$ cat src/rtl/fuse_rd_pkg.sv
`timescale 1ns/1ps
package fuse_rd_pkg;

    typedef enum logic [3:0] {
        ST_IDLE,
        ST_SELECT,
        ST_POWER_UP,
        ST_ADDR_CLR,
        ST_ADDR_SET,
        ST_STROBE_HI,
        ST_STROBE_LO,
        ST_TAIL,
        ST_DESELECT,
        ST_FINISH
    } seq_state_e;

endpackage

$ cat src/rtl/fuse_rd_timer.sv
`timescale 1ns/1ps
// Down-counting wait timer: loaded on every state change, expired at zero.
module fuse_rd_timer #(
    parameter int TMR_W = 4
) (
    input  logic             clk,
    input  logic             rst_n,
    input  logic             load_i,
    input  logic [TMR_W-1:0] load_val_i,
    output logic             expired_o
);

    logic [TMR_W-1:0] cnt_q;

    always_ff @(posedge clk or negedge rst_n) begin
        if (!rst_n) begin
            cnt_q <= '0;
        end else if (load_i) begin
            cnt_q <= load_val_i;
        end else if (cnt_q != '0) begin
            cnt_q <= cnt_q - 1'b1;
        end
    end

    assign expired_o = (cnt_q == '0);

endmodule

$ cat src/rtl/fuse_rd_cursor.sv
`timescale 1ns/1ps
// Tracks the current address, remaining count and position; captures data.
module fuse_rd_cursor #(
    parameter int ADDR_W = 5,
    parameter int CNT_W  = ADDR_W + 1
) (
    input  logic              clk,
    input  logic              rst_n,
    input  logic              accept_i,
    input  logic [ADDR_W-1:0] start_addr_i,
    input  logic [CNT_W-1:0]  len_i,
    input  logic              sample_i,
    input  logic              advance_i,
    input  logic [7:0]        dout_i,
    output logic [ADDR_W-1:0] addr_o,
    output logic              last_o,
    output logic              len_zero_o,
    output logic              rd_valid_o,
    output logic [7:0]        rd_data_o,
    output logic [CNT_W-1:0]  rd_index_o
);

    logic [ADDR_W-1:0] addr_q;
    logic [CNT_W-1:0]  remain_q;
    logic [CNT_W-1:0]  pos_q;
    logic              valid_q;
    logic [7:0]        data_q;
    logic [CNT_W-1:0]  index_q;

    always_ff @(posedge clk or negedge rst_n) begin
        if (!rst_n) begin
            addr_q   <= '0;
            remain_q <= '0;
            pos_q    <= '0;
        end else if (accept_i) begin
            addr_q   <= start_addr_i;
            remain_q <= len_i;
            pos_q    <= '0;
        end else if (advance_i) begin
            addr_q   <= addr_q + 1'b1;
            remain_q <= remain_q - 1'b1;
            pos_q    <= pos_q + 1'b1;
        end
    end

    always_ff @(posedge clk or negedge rst_n) begin
        if (!rst_n) begin
            valid_q <= 1'b0;
            data_q  <= '0;
            index_q <= '0;
        end else begin
            valid_q <= sample_i;
            if (sample_i) begin
                data_q  <= dout_i;
                index_q <= pos_q;
            end
        end
    end

    assign addr_o     = addr_q;
    assign last_o     = (remain_q == CNT_W'(1));
    assign len_zero_o = (len_i == '0);
    assign rd_valid_o = valid_q;
    assign rd_data_o  = data_q;
    assign rd_index_o = index_q;

endmodule

$ cat src/rtl/fuse_rd_fsm.sv
`timescale 1ns/1ps
// Sequencing state machine: owns the state register and the wait lengths.
module fuse_rd_fsm
    import fuse_rd_pkg::*;
#(
    parameter int CYCLES_PER_US = 4,
    parameter int TMR_W         = 4
) (
    input  logic             clk,
    input  logic             rst_n,
    input  logic             start_i,
    input  logic             len_zero_i,
    input  logic             last_i,
    input  logic             tmr_expired_i,
    output seq_state_e       state_o,
    output logic             tmr_load_o,
    output logic [TMR_W-1:0] tmr_val_o,
    output logic             accept_o,
    output logic             sample_o,
    output logic             advance_o
);

    localparam int GAP_1US = CYCLES_PER_US;
    localparam int GAP_2US = 2 * CYCLES_PER_US;

    seq_state_e st_q;
    seq_state_e st_nxt;

    function automatic int dwell_of(seq_state_e s);
        case (s)
            ST_POWER_UP, ST_ADDR_SET, ST_STROBE_HI,
            ST_STROBE_LO, ST_TAIL:  return GAP_2US;
            ST_DESELECT:            return GAP_1US;
            default:                return 1;
        endcase
    endfunction

    // State register
    always_ff @(posedge clk or negedge rst_n) begin
        if (!rst_n) begin
            st_q <= ST_IDLE;
        end else begin
            st_q <= st_nxt;
        end
    end

    // Transitions
    always_comb begin
        st_nxt    = st_q;
        accept_o  = 1'b0;
        sample_o  = 1'b0;
        advance_o = 1'b0;
        unique case (st_q)
            ST_IDLE: begin
                if (start_i) begin
                    accept_o = 1'b1;
                    st_nxt   = len_zero_i ? ST_FINISH : ST_SELECT;
                end
            end
            ST_SELECT: begin
                if (tmr_expired_i) st_nxt = ST_POWER_UP;
            end
            ST_POWER_UP: begin
                if (tmr_expired_i) st_nxt = ST_ADDR_CLR;
            end
            ST_ADDR_CLR: begin
                if (tmr_expired_i) st_nxt = ST_ADDR_SET;
            end
            ST_ADDR_SET: begin
                if (tmr_expired_i) st_nxt = ST_STROBE_HI;
            end
            ST_STROBE_HI: begin
                if (tmr_expired_i) begin
                    sample_o = 1'b1;
                    st_nxt   = ST_STROBE_LO;
                end
            end
            ST_STROBE_LO: begin
                if (tmr_expired_i) begin
                    advance_o = 1'b1;
                    st_nxt    = last_i ? ST_TAIL : ST_ADDR_CLR;
                end
            end
            ST_TAIL: begin
                if (tmr_expired_i) st_nxt = ST_DESELECT;
            end
            ST_DESELECT: begin
                if (tmr_expired_i) st_nxt = ST_FINISH;
            end
            ST_FINISH: begin
                st_nxt = ST_IDLE;
            end
        endcase
    end

    assign tmr_load_o = (st_nxt != st_q);
    assign tmr_val_o  = TMR_W'(dwell_of(st_nxt) - 1);
    assign state_o    = st_q;

endmodule

$ cat src/rtl/fuse_read_seq.sv
`timescale 1ns/1ps
// Fuse macro read sequencer top level.
module fuse_read_seq
    import fuse_rd_pkg::*;
#(
    parameter int ADDR_W        = 5,
    parameter int CYCLES_PER_US = 4
) (
    input  logic              clk,
    input  logic              rst_n,
    input  logic              start_i,
    input  logic [ADDR_W-1:0] start_addr_i,
    input  logic [ADDR_W:0]   len_i,
    input  logic [7:0]        fuse_dout_i,
    output logic              fuse_csb_o,
    output logic              fuse_load_o,
    output logic              fuse_pgenb_o,
    output logic [ADDR_W-1:0] fuse_addr_o,
    output logic              fuse_strobe_o,
    output logic              rd_valid_o,
    output logic [7:0]        rd_data_o,
    output logic [ADDR_W:0]   rd_index_o,
    output logic              busy_o,
    output logic              done_o
);

    localparam int CNT_W = ADDR_W + 1;
    localparam int TMR_W = $clog2(2 * CYCLES_PER_US + 1);

    seq_state_e        state;
    logic              tmr_load;
    logic [TMR_W-1:0]  tmr_val;
    logic              tmr_expired;
    logic              accept;
    logic              sample;
    logic              advance;
    logic [ADDR_W-1:0] cur_addr;
    logic              last_byte;
    logic              len_zero;

    fuse_rd_fsm #(
        .CYCLES_PER_US (CYCLES_PER_US),
        .TMR_W         (TMR_W)
    ) u_fsm (
        .clk           (clk),
        .rst_n         (rst_n),
        .start_i       (start_i),
        .len_zero_i    (len_zero),
        .last_i        (last_byte),
        .tmr_expired_i (tmr_expired),
        .state_o       (state),
        .tmr_load_o    (tmr_load),
        .tmr_val_o     (tmr_val),
        .accept_o      (accept),
        .sample_o      (sample),
        .advance_o     (advance)
    );

    fuse_rd_timer #(
        .TMR_W (TMR_W)
    ) u_timer (
        .clk        (clk),
        .rst_n      (rst_n),
        .load_i     (tmr_load),
        .load_val_i (tmr_val),
        .expired_o  (tmr_expired)
    );

    fuse_rd_cursor #(
        .ADDR_W (ADDR_W),
        .CNT_W  (CNT_W)
    ) u_cursor (
        .clk          (clk),
        .rst_n        (rst_n),
        .accept_i     (accept),
        .start_addr_i (start_addr_i),
        .len_i        (len_i),
        .sample_i     (sample),
        .advance_i    (advance),
        .dout_i       (fuse_dout_i),
        .addr_o       (cur_addr),
        .last_o       (last_byte),
        .len_zero_o   (len_zero),
        .rd_valid_o   (rd_valid_o),
        .rd_data_o    (rd_data_o),
        .rd_index_o   (rd_index_o)
    );

    // Output decode from state
    always_comb begin
        fuse_csb_o    = 1'b1;
        fuse_load_o   = 1'b0;
        fuse_pgenb_o  = 1'b1;
        fuse_strobe_o = 1'b0;
        fuse_addr_o   = '0;
        unique case (state)
            ST_SELECT: begin
                fuse_csb_o = 1'b0;
            end
            ST_POWER_UP, ST_ADDR_CLR, ST_TAIL: begin
                fuse_csb_o  = 1'b0;
                fuse_load_o = 1'b1;
            end
            ST_ADDR_SET, ST_STROBE_LO: begin
                fuse_csb_o  = 1'b0;
                fuse_load_o = 1'b1;
                fuse_addr_o = cur_addr;
            end
            ST_STROBE_HI: begin
                fuse_csb_o    = 1'b0;
                fuse_load_o   = 1'b1;
                fuse_addr_o   = cur_addr;
                fuse_strobe_o = 1'b1;
            end
            ST_IDLE, ST_DESELECT, ST_FINISH: begin
                fuse_csb_o = 1'b1;
            end
        endcase
    end

    assign busy_o = (state != ST_IDLE);
    assign done_o = (state == ST_FINISH);

endmodule

$ cat config.mk
export PLATFORM = sky130hd
export DESIGN_NAME = fuse_read_seq
export DESIGN_NICKNAME = d
export VERILOG_FILES = /design/src/rtl/fuse_rd_pkg.sv /design/src/rtl/fuse_rd_timer.sv /design/src/rtl/fuse_rd_cursor.sv /design/src/rtl/fuse_rd_fsm.sv /design/src/rtl/fuse_read_seq.sv
export SDC_FILE = /design/constraint.sdc
export NUM_CORES = 1
export LEC_CHECK = 0
export ABC_AREA = 1
export BUFFER_PORTS_ARGS = -buffer_cell sky130_fd_sc_hd__buf_2
export CAP_MARGIN = 40
export CELL_PAD_IN_SITES_DETAIL_PLACEMENT = 1
export CELL_PAD_IN_SITES_GLOBAL_PLACEMENT = 2
export CORE_MARGIN = 4
export CORE_UTILIZATION = 31
export DETAILED_ROUTE_END_ITERATION = 10
export GPL_ROUTABILITY_DRIVEN = 0
export GPL_TIMING_DRIVEN = 0
export PLACE_DENSITY_LB_ADDON = 0.1
export RECOVER_POWER = 100
export SLEW_MARGIN = 20
export SYNTH_ARGS = -nofsm -noshare
export SYNTH_HDL_FRONTEND = slang
export SYNTH_SLANG_ARGS = --single-unit
$ cat constraint.sdc
create_clock -name clk -period 2.6 [get_ports clk]
set_clock_uncertainty 0.1 [all_clocks]
set_input_delay 0.13 -clock clk [delete_from_list [all_inputs] [get_ports clk]]
set_output_delay 0.13 -clock clk [all_outputs]
set_load 0.03 [all_outputs]
* After elaboration in Yosys (flattened, before gate mapping) *
Index checks and enable logic that the tools add are counted.

operators by class
  $add $sub $neg = 5
  equality and inequality tests = 17
  muxes and demuxes = 30
  reduce and logical (&&, ||, !) cells = 12

operator list
  cell                   count
  $mux W4                12
  $pmux W4 S10           1
  $eq A4 B3 Y1 const B   8
  $mux W6                4
  $mux W5                3
  $eq A4 B2 Y1 const B   3
  $eq A4 B4 Y1 const B   3
  $logic_not A4 Y1       2
  $pmux W4 S2            1
  $reduce_bool A4 Y1     2
  $sub A4 B1 Y4 const B  2
  $mux W1                7
  $reduce_or A7 Y1       1
  $add A6 B1 Y6 const B  1
  $eq A6 B1 Y1 const B   1
  $logic_not A6 Y1       1
  $reduce_or A3 Y1       2
  $reduce_or A6 Y1       1
  $sub A6 B1 Y6 const B  1
  $add A5 B1 Y5 const B  1
  $reduce_or A5 Y1       1
  $eq A4 B1 Y1 const B   1
  $ne A4 B4 Y1           1
  $reduce_bool A2 Y1     2
  other kinds (2)        2

word-level totals
  register bits = 40
  bits of input ports = 22
  output and inout bits = 26
  logic and storage cells = 72

* Depth between registers and ports, before layout *
  depth in word-level cells = 9
  depth in mapped cells = 20
  gate-level depth less buffers = 19

* Cells and area by module *
A second synthesis with hierarchy kept.

second synthesis, totals
  cells, all modules = 301
  area total of the unflattened synthesis = 2389.8 um^2

modules (own cells, without submodules)
  module          instances  cells each  area each (um^2)  seq. area each (um^2)
  fuse_rd_cursor  1          154         1493.9            800.8
  fuse_rd_fsm     1          86          539.3             100.1
  fuse_rd_timer   1          34          242.7             100.1
  fuse_read_seq   1          27          113.9             0.0

* Worst setup path after synthesis *
Ideal clock, no wire load.

  kind = register -> register
  start point = reg u_fsm.st_q[1] (netlist: u_fsm.state_o[1])
  end point = reg u_timer.cnt_q[1]
  data arrival time = 1.939 ns
  slack = 0.498 ns
  cell stages (with the launch flop) = 14
  buffers on the path = 0
  period minus slack after synthesis = 2.102 ns
  cell sequence = dfrtp_1 > o21ai_1 > nand2_2 > nor2_2 > nand2_2 > nand3_1 > nand2_2 > nor2_4 > nand4_1 > nand2_2 > inv_1 > ha_1 > or2_1 > inv_1

between the ends
  word-level cells in the longest chain between the ends = 7

ends and longest elaborated chain
  item                                                 line                 source
  start, declared                                      fuse_rd_fsm.sv:26    seq_state_e st_q;
  start signal, assigned                               fuse_rd_fsm.sv:43    st_q <= st_nxt;
  $eq A4 B4 Y1 (tied with other cells)                 fuse_rd_fsm.sv:53    unique case (st_q)
  $pmux W4 S10                                         fuse_rd_fsm.sv:53
  $eq A4 B2 Y1 / $eq A4 B3 Y1 (equally long branches)  fuse_rd_fsm.sv:30    case (s)
  $reduce_or A5 Y1                                     fuse_rd_fsm.sv:30
  $pmux W4 S2                                          fuse_rd_fsm.sv:30
  $sub A4 B1 Y4                                        fuse_rd_fsm.sv:97    assign tmr_val_o = TMR_W'(dwell_of(st_nxt) - 1);
  $mux W4                                              fuse_rd_timer.sv:18  end else if (load_i) begin
  end signal, assigned                                 fuse_rd_timer.sv:19  cnt_q <= load_val_i;
  end signal, assigned                                 fuse_rd_timer.sv:21  cnt_q <= cnt_q - 1'b1;
  end, declared                                        fuse_rd_timer.sv:13  logic [TMR_W-1:0] cnt_q;

Several ways; a longest one is shown, not always the timed one.
A chain may end at the register's enable or synchronous reset.

* Worst setup path in the final report *
  start point = reg u_fsm.st_q[2] (netlist: u_fsm.state_o[2])
  end point = reg u_timer.cnt_q[1]

Same word-level chain as after synthesis.

==> out/results.txt <==
The synthesized design contains 0 enable-type register cells. Relative to the synthesized area, the layout overhead comes to 26.66%. The floorplan step defined a core boundary enclosing 6944 um2. The post-detailed-route wirelength per cell was 13.12 um.

The fraction of final layout cells with drive strength greater than 1 was 0.2225. Across all register-to-register paths, the minimum setup slack is 0.23 ns. The worst hold path begins at len_i[0].

The final max-slew violation count is 0. Traced cell by cell, the critical path runs through o21ai_1 > nand2_2 > nor2_2 > o21ai_1 > nand3_1 > nand2_1 > nand2_1 > nand2_1 > inv_1 > nand2_2 > nand2_2 > inv_1 > ha_1 > or2_1 > inv_1. Counting instances, the worst hold path has a depth of 3. Yosys attributes the largest share of cell area to sky130_fd_sc_hd__dfrtp_1 44%, sky130_fd_sc_hd__nand2_1 13%, sky130_fd_sc_hd__inv_1 5.6%.

Counting every instance in the synthesized netlist gives 293. Yosys printed 0 warnings. Count of endpoints failing hold in the final timing report: 0. The sequential share of the synthesized area is 0.4398, and the transition at the pin with the smallest max-transition slack is 1.133 ns. The run gives 5 as the CTS buffer count. The most common flop cell mapped by yosys was sky130_fd_sc_hd__dfrtp_1. The clock insertion delay at the later pin of the skew report is 0.29 ns. The die area was 8777 um2; the area used by multi-input combinational logic was 1082 um2. The number of register bits inferred by synthesis came out at 40.

For this design the static power due to leakage is 1.453 nW. The fraction of synthesis flops using an asynchronous set or reset pin came out at 1.000. The tools report the terminus of the critical flop-to-flop path as u_timer.cnt_q[1]$_DFFE_PN0P_. Worst reg2reg path depth: 15. The initial cell density of the core was 0.3277. TritonCTS built the clock tree.

For the normalized max-slew margin, the log shows 0.2449. OpenSTA, run right after detailed placement, puts the worst setup slack at 0.1748 ns. The clock passes through at most 2 buffers. Entering global routing, the biggest net connects 22 pins. In this run the count of I/O pins placed on the die edge is 48.

The number of antenna diodes in the final layout is 0. Data on the critical path is required at its endpoint by 2.74 ns. The floorplan step set the die width to 93.69 um. Setup repair after global routing left no endpoint under its margin. Dividing the detail-routed via count by the number of cells gives 4.530. Path type of the worst min-delay path: in -> reg. In this run the cell area measured after placement is 2654 um2. The critical path endpoint category was a flop. Number of global-route vias before repair: 2095. The height of the chip works out to 93.69 um. The worst hold path terminates at u_cursor.remain_q[0]$_DFFE_PN0P_. In this run the power density over the cells is 1259 nW/um2. The post-route minimum period was 2.373 ns; the global-route wire length before repair was 10140 um. The global routing usage summed across all routing layers came out at 0.1447. Among all stages on the critical path, the largest delay is contributed by sky130_fd_sc_hd__dfrtp_1.

The synthesized netlist contains 36 unique library cells. Clock-pin slew was measured on the worst setup and hold paths at 0.09 ns. Setup slack closes at 0.2266 ns. The iteration-0 DRC count of the detailed router is 65. Tracing the worst setup path back leads to its startpoint at u_fsm.state_o[2]$_DFF_PN0_. The filler cell count in the final layout was 885; the number of routed nets with antenna violations was 0. For this run, the post-layout net count is 390. VDD sags by at most 480.0 uV. Of all cell types, the one taking the most synthesized area is sky130_fd_sc_hd__dfrtp_1.

The tools report the critical register-to-register path startpoint as u_fsm.state_o[2]$_DFF_PN0_. Setup violations remaining at the end of the flow were counted as 0. The flow ran to the end, and the final reports show no timing, DRC or antenna violations. By startpoint and endpoint, the worst setup path is classified as reg -> reg. For this run, design rule violations remaining after detail routing come to 0. The finished cells cover 2883 um2. The floorplan has 30 rows. CTS saw 40 sinks. The root cell of the clock tree is sky130_fd_sc_hd__clkbuf_8.

The area of the mapped netlist is 2276 um2. Delay of the slowest cell on the worst path: 0.49 ns. STA classifies the critical path startpoint as a flop.

Across the whole layout, storage elements account for 1001 um2. The HPWL after detailed placement was 4614 um. The number of detailed-routing iterations run before antenna repair was 5; the aggregate global routing overflow was 0. Count of buffers from port buffering: 46. The post-synth net total was 320. Area share of the leading cell type in the synthesized netlist: 0.4398. Of all nets on the critical path, the largest fanout is 6.

Static timing analysis puts the maximum clock frequency at 0.4213 GHz. After detailed routing, the total wire length is 6034 um. Data on the critical path arrives at its endpoint at 2.51 ns. For the final routed database, the setup TNS stands at 0 ns.

The total number of vias is 2084, and the initial antenna violation count is 0. The post-route fraction of the period consumed by the critical path works out to 0.9128. The number of max-capacitance violations reported was 0. In this run the number of H-tree levels came out at 2. A synthesized cell averages 7.768 um2.
-- through the flow --
stage	util	std cells	total power, W	hold slack, ns
5_1_grt	0.4151	460	0.003997	0.01515
3_5_place_dp	0.3822	436	0.003135	0.04434
4_1_cts	0.4169	457	0.003690	0.005262
6_report	0.4151	460	0.003631	0.009775
3_3_place_gp	0.3782	435	0.003084	0.2312
2_1_floorplan	-	293	0.002612	-0.2656
-- cells by family (layout without fill, tap and decap cells) --
family	count (synthesis)	count (layout)	synth area share
DFF	40	40	0.4398
xor gates and xnor gates	3	3	0.01155
and+or+nand+nor	162	162	0.3381
other	1	1	0.001648
AOI/OAI and AO/OA	35	35	0.09676
buffers and inverters	47	118	0.08466
adders and majority gates	5	5	0.02749
-- placed cells by master (no fill, tap or decap), types with 2 or more instances in the layout --
master / count
sky130_fd_sc_hd__nand4_1: 5
sky130_fd_sc_hd__o22ai_1: 2
sky130_fd_sc_hd__nand4_2: 2
sky130_fd_sc_hd__nor2_1: 33
sky130_fd_sc_hd__o21ai_0: 8
sky130_fd_sc_hd__buf_4: 4
sky130_fd_sc_hd__clkbuf_1: 18
sky130_fd_sc_hd__o211ai_1: 5
sky130_fd_sc_hd__ha_1: 5
sky130_fd_sc_hd__nor2_2: 4
sky130_fd_sc_hd__clkbuf_8: 5
sky130_fd_sc_hd__buf_2: 32
sky130_fd_sc_hd__o21ai_1: 4
sky130_fd_sc_hd__dfrtp_1: 40
sky130_fd_sc_hd__inv_1: 33
sky130_fd_sc_hd__nand2_1: 77
sky130_fd_sc_hd__dlygate4sd3_1: 13
sky130_fd_sc_hd__nor2_4: 4
sky130_fd_sc_hd__o221ai_1: 3
sky130_fd_sc_hd__a21oi_1: 9
sky130_fd_sc_hd__inv_2: 7
sky130_fd_sc_hd__nand3_1: 15
sky130_fd_sc_hd__xor2_1: 2
sky130_fd_sc_hd__nand2_2: 14
sky130_fd_sc_hd__nor3_1: 3
-- routing by layer --
| layer | vias up | global-route usage | part of all wire |
|---|---|---|---|
| li1 | 1074 | - | - |
| met1 | 969 | 0.1996 | 0.51 |
| met2 | 34 | 0.2312 | 0.45 |
| met3 | 7 | 0.02965 | 0.035 |
| met4 | 0 | 0.03610 | 0.0089 |
| met5 | - | 0 | 0 |
-- sequential cells by signal, summed over array words and instances, names as in the netlist --
name,count
u_cursor.addr_o,5
u_cursor.pos_q,6
u_cursor.rd_data_o,8
u_cursor.rd_index_o,6
u_cursor.rd_valid_o,1
u_cursor.remain_q,6
u_fsm.state_o,4
u_timer.cnt_q,4
-- critical path: cells and delay by family (launching register included) --
family	cells	cell delay [ns]
AND/OR/NAND/NOR	9	0.92
flip-flops	1	0.49
AO/OA/AOI/OAI	2	0.39
adder cells (fa/ha/maj)	1	0.27
buffers and inverters	3	0.16
-- area by class of cell --
class | count | area share
multi-input cells | 206 | 0.3754
flip-flops and latches | 40 | 0.3472
repair buffers | 63 | 0.1302
inverters | 41 | 0.05425
well taps | 96 | 0.04167
clock buffers | 5 | 0.02387
clock inverters | 3 | 0.01476
plain buffers | 6 | 0.01259
-- power by group --
part	total [W]	switching [W]	internal [W]	leakage [nW]
registers	0.00111	0.000212	0.000901	0.496
logic	0.00199	0.00134	0.000655	0.904
clock network	0.000525	0.000240	0.000285	0.0541
total	0.00363	0.00179	0.00184	1.45
-- worst max path at each step --
stage,end,cells past startpoint,slack (ns)
global route,u_timer.cnt_q[1]$_DFFE_PN0P_,17,0.004
CTS,u_timer.cnt_q[1]$_DFFE_PN0P_,17,0.1
finish,u_timer.cnt_q[1]$_DFFE_PN0P_,15,0.23
floorplan,u_timer.cnt_q[1]$_DFFE_PN0P_,13,0.50
global placement,u_timer.cnt_q[1]$_DFFE_PN0P_,17,0.18
detailed placement,u_timer.cnt_q[1]$_DFFE_PN0P_,17,0.17
-- Yosys cell counts (all sizes together), types with 2 or more instances --
cell    number
o22ai        2
xor2         2
inv         41
a21oi       10
clkbuf       2
nand4        7
nor3         3
buf          4
o21ai       12
ha           5
nand2       92
dfrtp       40
o221ai       3
nand3       17
nor2        41
o211ai       5
-- repair_timing --
| item | 4_1_cts | 5_1_grt |
|---|---|---|
| setup buffers | 0 | 3 |
| hold buffers | 13 | 0 |
| setup endpoints to repair | 0 | 2 |
| resized for setup | 0 | 1 |
| endpoints found under the hold margin | 31 | 0 |
(Power assumes the default switching activity.)
